[src/rtl/lat_dec_pkg.sv]
package lat_dec_pkg;
  typedef struct packed {
    logic loadHold;
    logic clearHold;
    logic passLive;
  } latch_ctrl_t;
endpackage

[src/rtl/lat_dec_ctrl.sv]
module lat_dec_ctrl
  import lat_dec_pkg::*;
(
  input  logic        rst,
  input  logic        addrStrobe,
  output latch_ctrl_t ctrl
);
  always_comb begin
    ctrl.clearHold = rst;
    ctrl.loadHold  = addrStrobe & ~rst;
    ctrl.passLive  = addrStrobe;
  end
endmodule

[src/rtl/lat_dec_datapath.sv]
module lat_dec_datapath
  import lat_dec_pkg::*;
#(
  parameter int UPPER_W = 5,
  parameter int SEL_W   = 2,
  localparam int ADDR_W  = UPPER_W + SEL_W,
  localparam int NUM_SEL = 1 << SEL_W
) (
  input  logic               clk,
  input  logic               rst,
  input  latch_ctrl_t        ctrl,
  input  logic [ADDR_W-1:0]  addrIn,
  input  logic               chipEnN,
  output logic [UPPER_W-1:0] upperAddr,
  output logic [NUM_SEL-1:0] chipSelN
);
  logic [ADDR_W-1:0] holdReg;
  logic [ADDR_W-1:0] effAddr;
  logic [SEL_W-1:0]  selCode;

  always_ff @(posedge clk) begin
    if (ctrl.clearHold)     holdReg <= '0;
    else if (ctrl.loadHold) holdReg <= addrIn;
  end

  assign effAddr   = ctrl.passLive ? addrIn : holdReg;
  assign upperAddr = effAddr[UPPER_W-1:0];
  assign selCode   = effAddr[ADDR_W-1:UPPER_W];

  for (genvar i = 0; i < NUM_SEL; i++) begin : g_sel
    assign chipSelN[i] = chipEnN | (selCode != SEL_W'(i));
  end

  a_r5_disable_all_high: assert property (@(posedge clk) disable iff (rst)
    chipEnN |-> (&chipSelN));
  a_r10_exactly_one: assert property (@(posedge clk) disable iff (rst)
    !chipEnN |-> ($countones(chipSelN) == NUM_SEL - 1));
  a_r4_live_decode: assert property (@(posedge clk) disable iff (rst)
    (!chipEnN && ctrl.passLive) |-> (chipSelN[addrIn[ADDR_W-1:UPPER_W]] == 1'b0));
  a_r9_reset_clears: assert property (@(posedge clk) disable iff (rst)
    ($past(ctrl.clearHold) && !ctrl.passLive) |-> (upperAddr == '0));
endmodule

[src/rtl/addr_latch_decoder.sv]
module addr_latch_decoder
  import lat_dec_pkg::*;
#(
  parameter int UPPER_W = 5,
  parameter int SEL_W   = 2,
  localparam int ADDR_W  = UPPER_W + SEL_W,
  localparam int NUM_SEL = 1 << SEL_W
) (
  input  logic               clk,
  input  logic               rst,
  input  logic               addrStrobe,
  input  logic [ADDR_W-1:0]  addrIn,
  input  logic               chipEnN,
  output logic [UPPER_W-1:0] upperAddr,
  output logic [NUM_SEL-1:0] chipSelN
);
  latch_ctrl_t ctrl;

  lat_dec_ctrl u_ctrl (
    .rst(rst), .addrStrobe(addrStrobe), .ctrl(ctrl)
  );

  lat_dec_datapath #(.UPPER_W(UPPER_W), .SEL_W(SEL_W)) u_dp (
    .clk(clk), .rst(rst), .ctrl(ctrl), .addrIn(addrIn),
    .chipEnN(chipEnN), .upperAddr(upperAddr), .chipSelN(chipSelN)
  );

  a_r1_transparent: assert property (@(posedge clk) disable iff (rst)
    addrStrobe |-> (upperAddr == addrIn[UPPER_W-1:0]));
  a_r2_hold_stable: assert property (@(posedge clk) disable iff (rst)
    ($past(!addrStrobe) && $past(!rst) && !addrStrobe) |-> $stable(upperAddr));
endmodule

[config.mk]
export PLATFORM = sky130hd
export DESIGN_NAME = addr_latch_decoder
export DESIGN_NICKNAME = d
export VERILOG_FILES = /design/src/rtl/lat_dec_pkg.sv /design/src/rtl/lat_dec_ctrl.sv /design/src/rtl/lat_dec_datapath.sv /design/src/rtl/addr_latch_decoder.sv
export SDC_FILE = /design/constraint.sdc
export NUM_CORES = 1
export LEC_CHECK = 0
export CAP_MARGIN = 15
export CORE_AREA = 4 4 41 43
export CTS_CLUSTER_DIAMETER = 150
export CTS_CLUSTER_SIZE = 16
export DETAILED_ROUTE_END_ITERATION = 8
export DIE_AREA = 0 0 45 47
export SYNTH_ARGS = -nofsm -noshare
export SYNTH_HDL_FRONTEND = slang
export SYNTH_SLANG_ARGS = --single-unit
[constraint.sdc]
create_clock -name clk -period 1.02 [get_ports clk]
set_input_delay 0.204 -clock clk [delete_from_list [all_inputs] [get_ports clk]]
set_output_delay 0.204 -clock clk [all_outputs]
set_load 0.01 [all_outputs]
==> metrics <==
status=complete, but fails checks; failing checks=setup timing; worst path cell trace=nor4_2, a31oi_1, buf_2; Worst Skew=0 ps; Leak=0.000308 uW; total grt overflow=0; post-layout utilization of the core=52.1%; hpwl dp=656 microns; DR iter-0 viols=0; Port Buffer Count=19; Largest Register=u_dp.holdReg; flop and latch count out of synthesis=7; Seq/Total Area, Yosys=39.9%; CP Class=flip-flop to output port; Post-Place Cell Area=594 sq um; per-cell routed wire length=12.0 microns; Mapped Avg Cell Area=10.7 sq um; Vias=355; max incr delay on CP=360 ps; cell row count=13; final wirelength=936 microns; CTS root buf=clkbuf_4; Initial Util=27.0%; CP Max Fanout=5; setup violators final=9; Critical Path RT=820 ps; CP Launch Type=flip-flop; syn nets=44; biggest regs=u_dp.holdReg x7; commonest cells after routing, fill and taps aside=buf_6, dlygate4sd2_1; cts hold-fix bufs=0; Total Power=743 uW; final worst path period share=129%; Yosys cell types=13; Final Max Slew Viols=0; RSZ-0062 raised after global routing=yes; Yosys warning total=0; Hold WC Path Type=primary input to flip-flop; routability cong.=0.649; Slew HR=82.3%; setup slack, reg-to-reg=210 ps; Worst EP arrival=1110 ps; most common cell after layout, fill and taps aside=buf_6; Synth area leader=dfxtp_1; endpoints failing hold=0; post-DR vias/cell=4.55; Final nets=75; htree depth=1; Chip Width=45 microns; I/O Pins=20; Clk Latency, worst-skew pair=240 ps; Setup Slack @ Placement=-887 ps; CTS Buffer Depth=2; Inserted Clock Buffers=3; Max Clk Rate=0.759 GHz; reg2reg path depth=2; Mapped Area=352 sq um; DR pass1 iterations=1; Synth Instances=33; proportion of layout cells with a drive suffix above 1=52.4%; Setup WS post-layout=-297 ps; Worst Tran Pin Value=265 ps; finished layout cell area=678 sq um; fin crit period=1320 ps; initial antenna violation count=0; ANT cells=0; master of the slowest instance on the critical path=dfxtp_4; core area=1300 sq um; full die area=2120 sq um; remaining antenna violation count=0; largest net degree at the start of global routing=9; PD cells=1100 nW/um^2; Layout area overhead=92.9%; DRC viols=0; CTS tree=yes; all-layer global routing usage=10.9%; MaxCap Viol Count=0; clock transition at the registers of the reported paths=50 ps; clock sinks=7; vias in the first global route=403; Min-Delay Path Depth=3; Largest register FFs=7; die span in y=47 microns; first-pass GRT wire length=1.64 mm; Peak VDD IR=0.731 mV; Crit. End Element=output port; synth top area cells=dfxtp_1, mux2_4, nor2b_1; top cell type's share of synthesized area=39.9%
synthesized netlist by cell type:
master    count
nor4_1        1
and2b_1       1
inv_1         2
nor2b_1       5
nor4b_1       2
buf_6         1
nor2_1        2
mux2_2        2
a31oi_1       4
dfxtp_1       7
nor4bb_1      1
mux2i_1       2
mux2_4        3
stage by stage:
step,setup TNS (ps),hold WS (ps),instances
CTS,-1610,438,78
detailed placement,-10070,554,72
floorplan,0,276,33
global route,-2090,451,78
global placement,-10010,545,72
finish,-1560,445,78
final cells by class:
type	count	area, sq um
inverter	2	7.51
multi-input combinational	23	244
fill	138	623
tap	15	18.8
sequential	7	148
timing repair buffer	27	234
clock buffer	4	26.3
final timing paths:
check,start,to
worst min register to register,u_dp.holdReg[5]$_SDFFE_PP0P_,u_dp.holdReg[5]$_SDFFE_PP0P_
worst max register to register,u_dp.holdReg[1]$_SDFFE_PP0P_,u_dp.holdReg[1]$_SDFFE_PP0P_
worst min-delay path,addrIn[3],u_dp.holdReg[3]$_SDFFE_PP0P_
worst max-delay path,u_dp.holdReg[5]$_SDFFE_PP0P_,chipSelN[0]
critical path: cells and delay by family (launching register included):
| family | cells | cell delay (ps) |
|---|---|---|
| flip-flops | 1 | 360 |
| AND/OR/NAND/NOR | 1 | 310 |
| buffers and inverters | 1 | 150 |
| AO/OA/AOI/OAI | 1 | 60 |
where the power goes:
part           internal, uW  switching, uW
clock                   148           89.0
sequential              289           11.6
combinational           128           77.3
layer usage:
layer  track usage (%)  up-vias  part of all wire [%]
li1                  -      181                     -
met1              12.3      154                    41
met2              18.6       18                    49
met3              3.45        2                   8.9
met4              5.26        0                   1.6
met5                 0        -                     0
kinds of logic after synthesis:
logic type,after synthesis,synth area share (%)
buffers and inverters,3,5.34
AOI/OAI and AO/OA,4,7.12
DFF,7,39.9
and+or+nand+nor,12,22.8
muxes,7,24.9
what timing repair did:
action / 4_1_cts / 5_1_grt
setup buffers: 2 / 0
gates cloned: 0 / 0
pin swaps: 4 / 0
gates resized for setup: 70 / 0
hold endpoints to repair: 0 / 0
setup endpoints to repair: 16 / 9
Note: power is estimated with default switching activity, not from simulation.
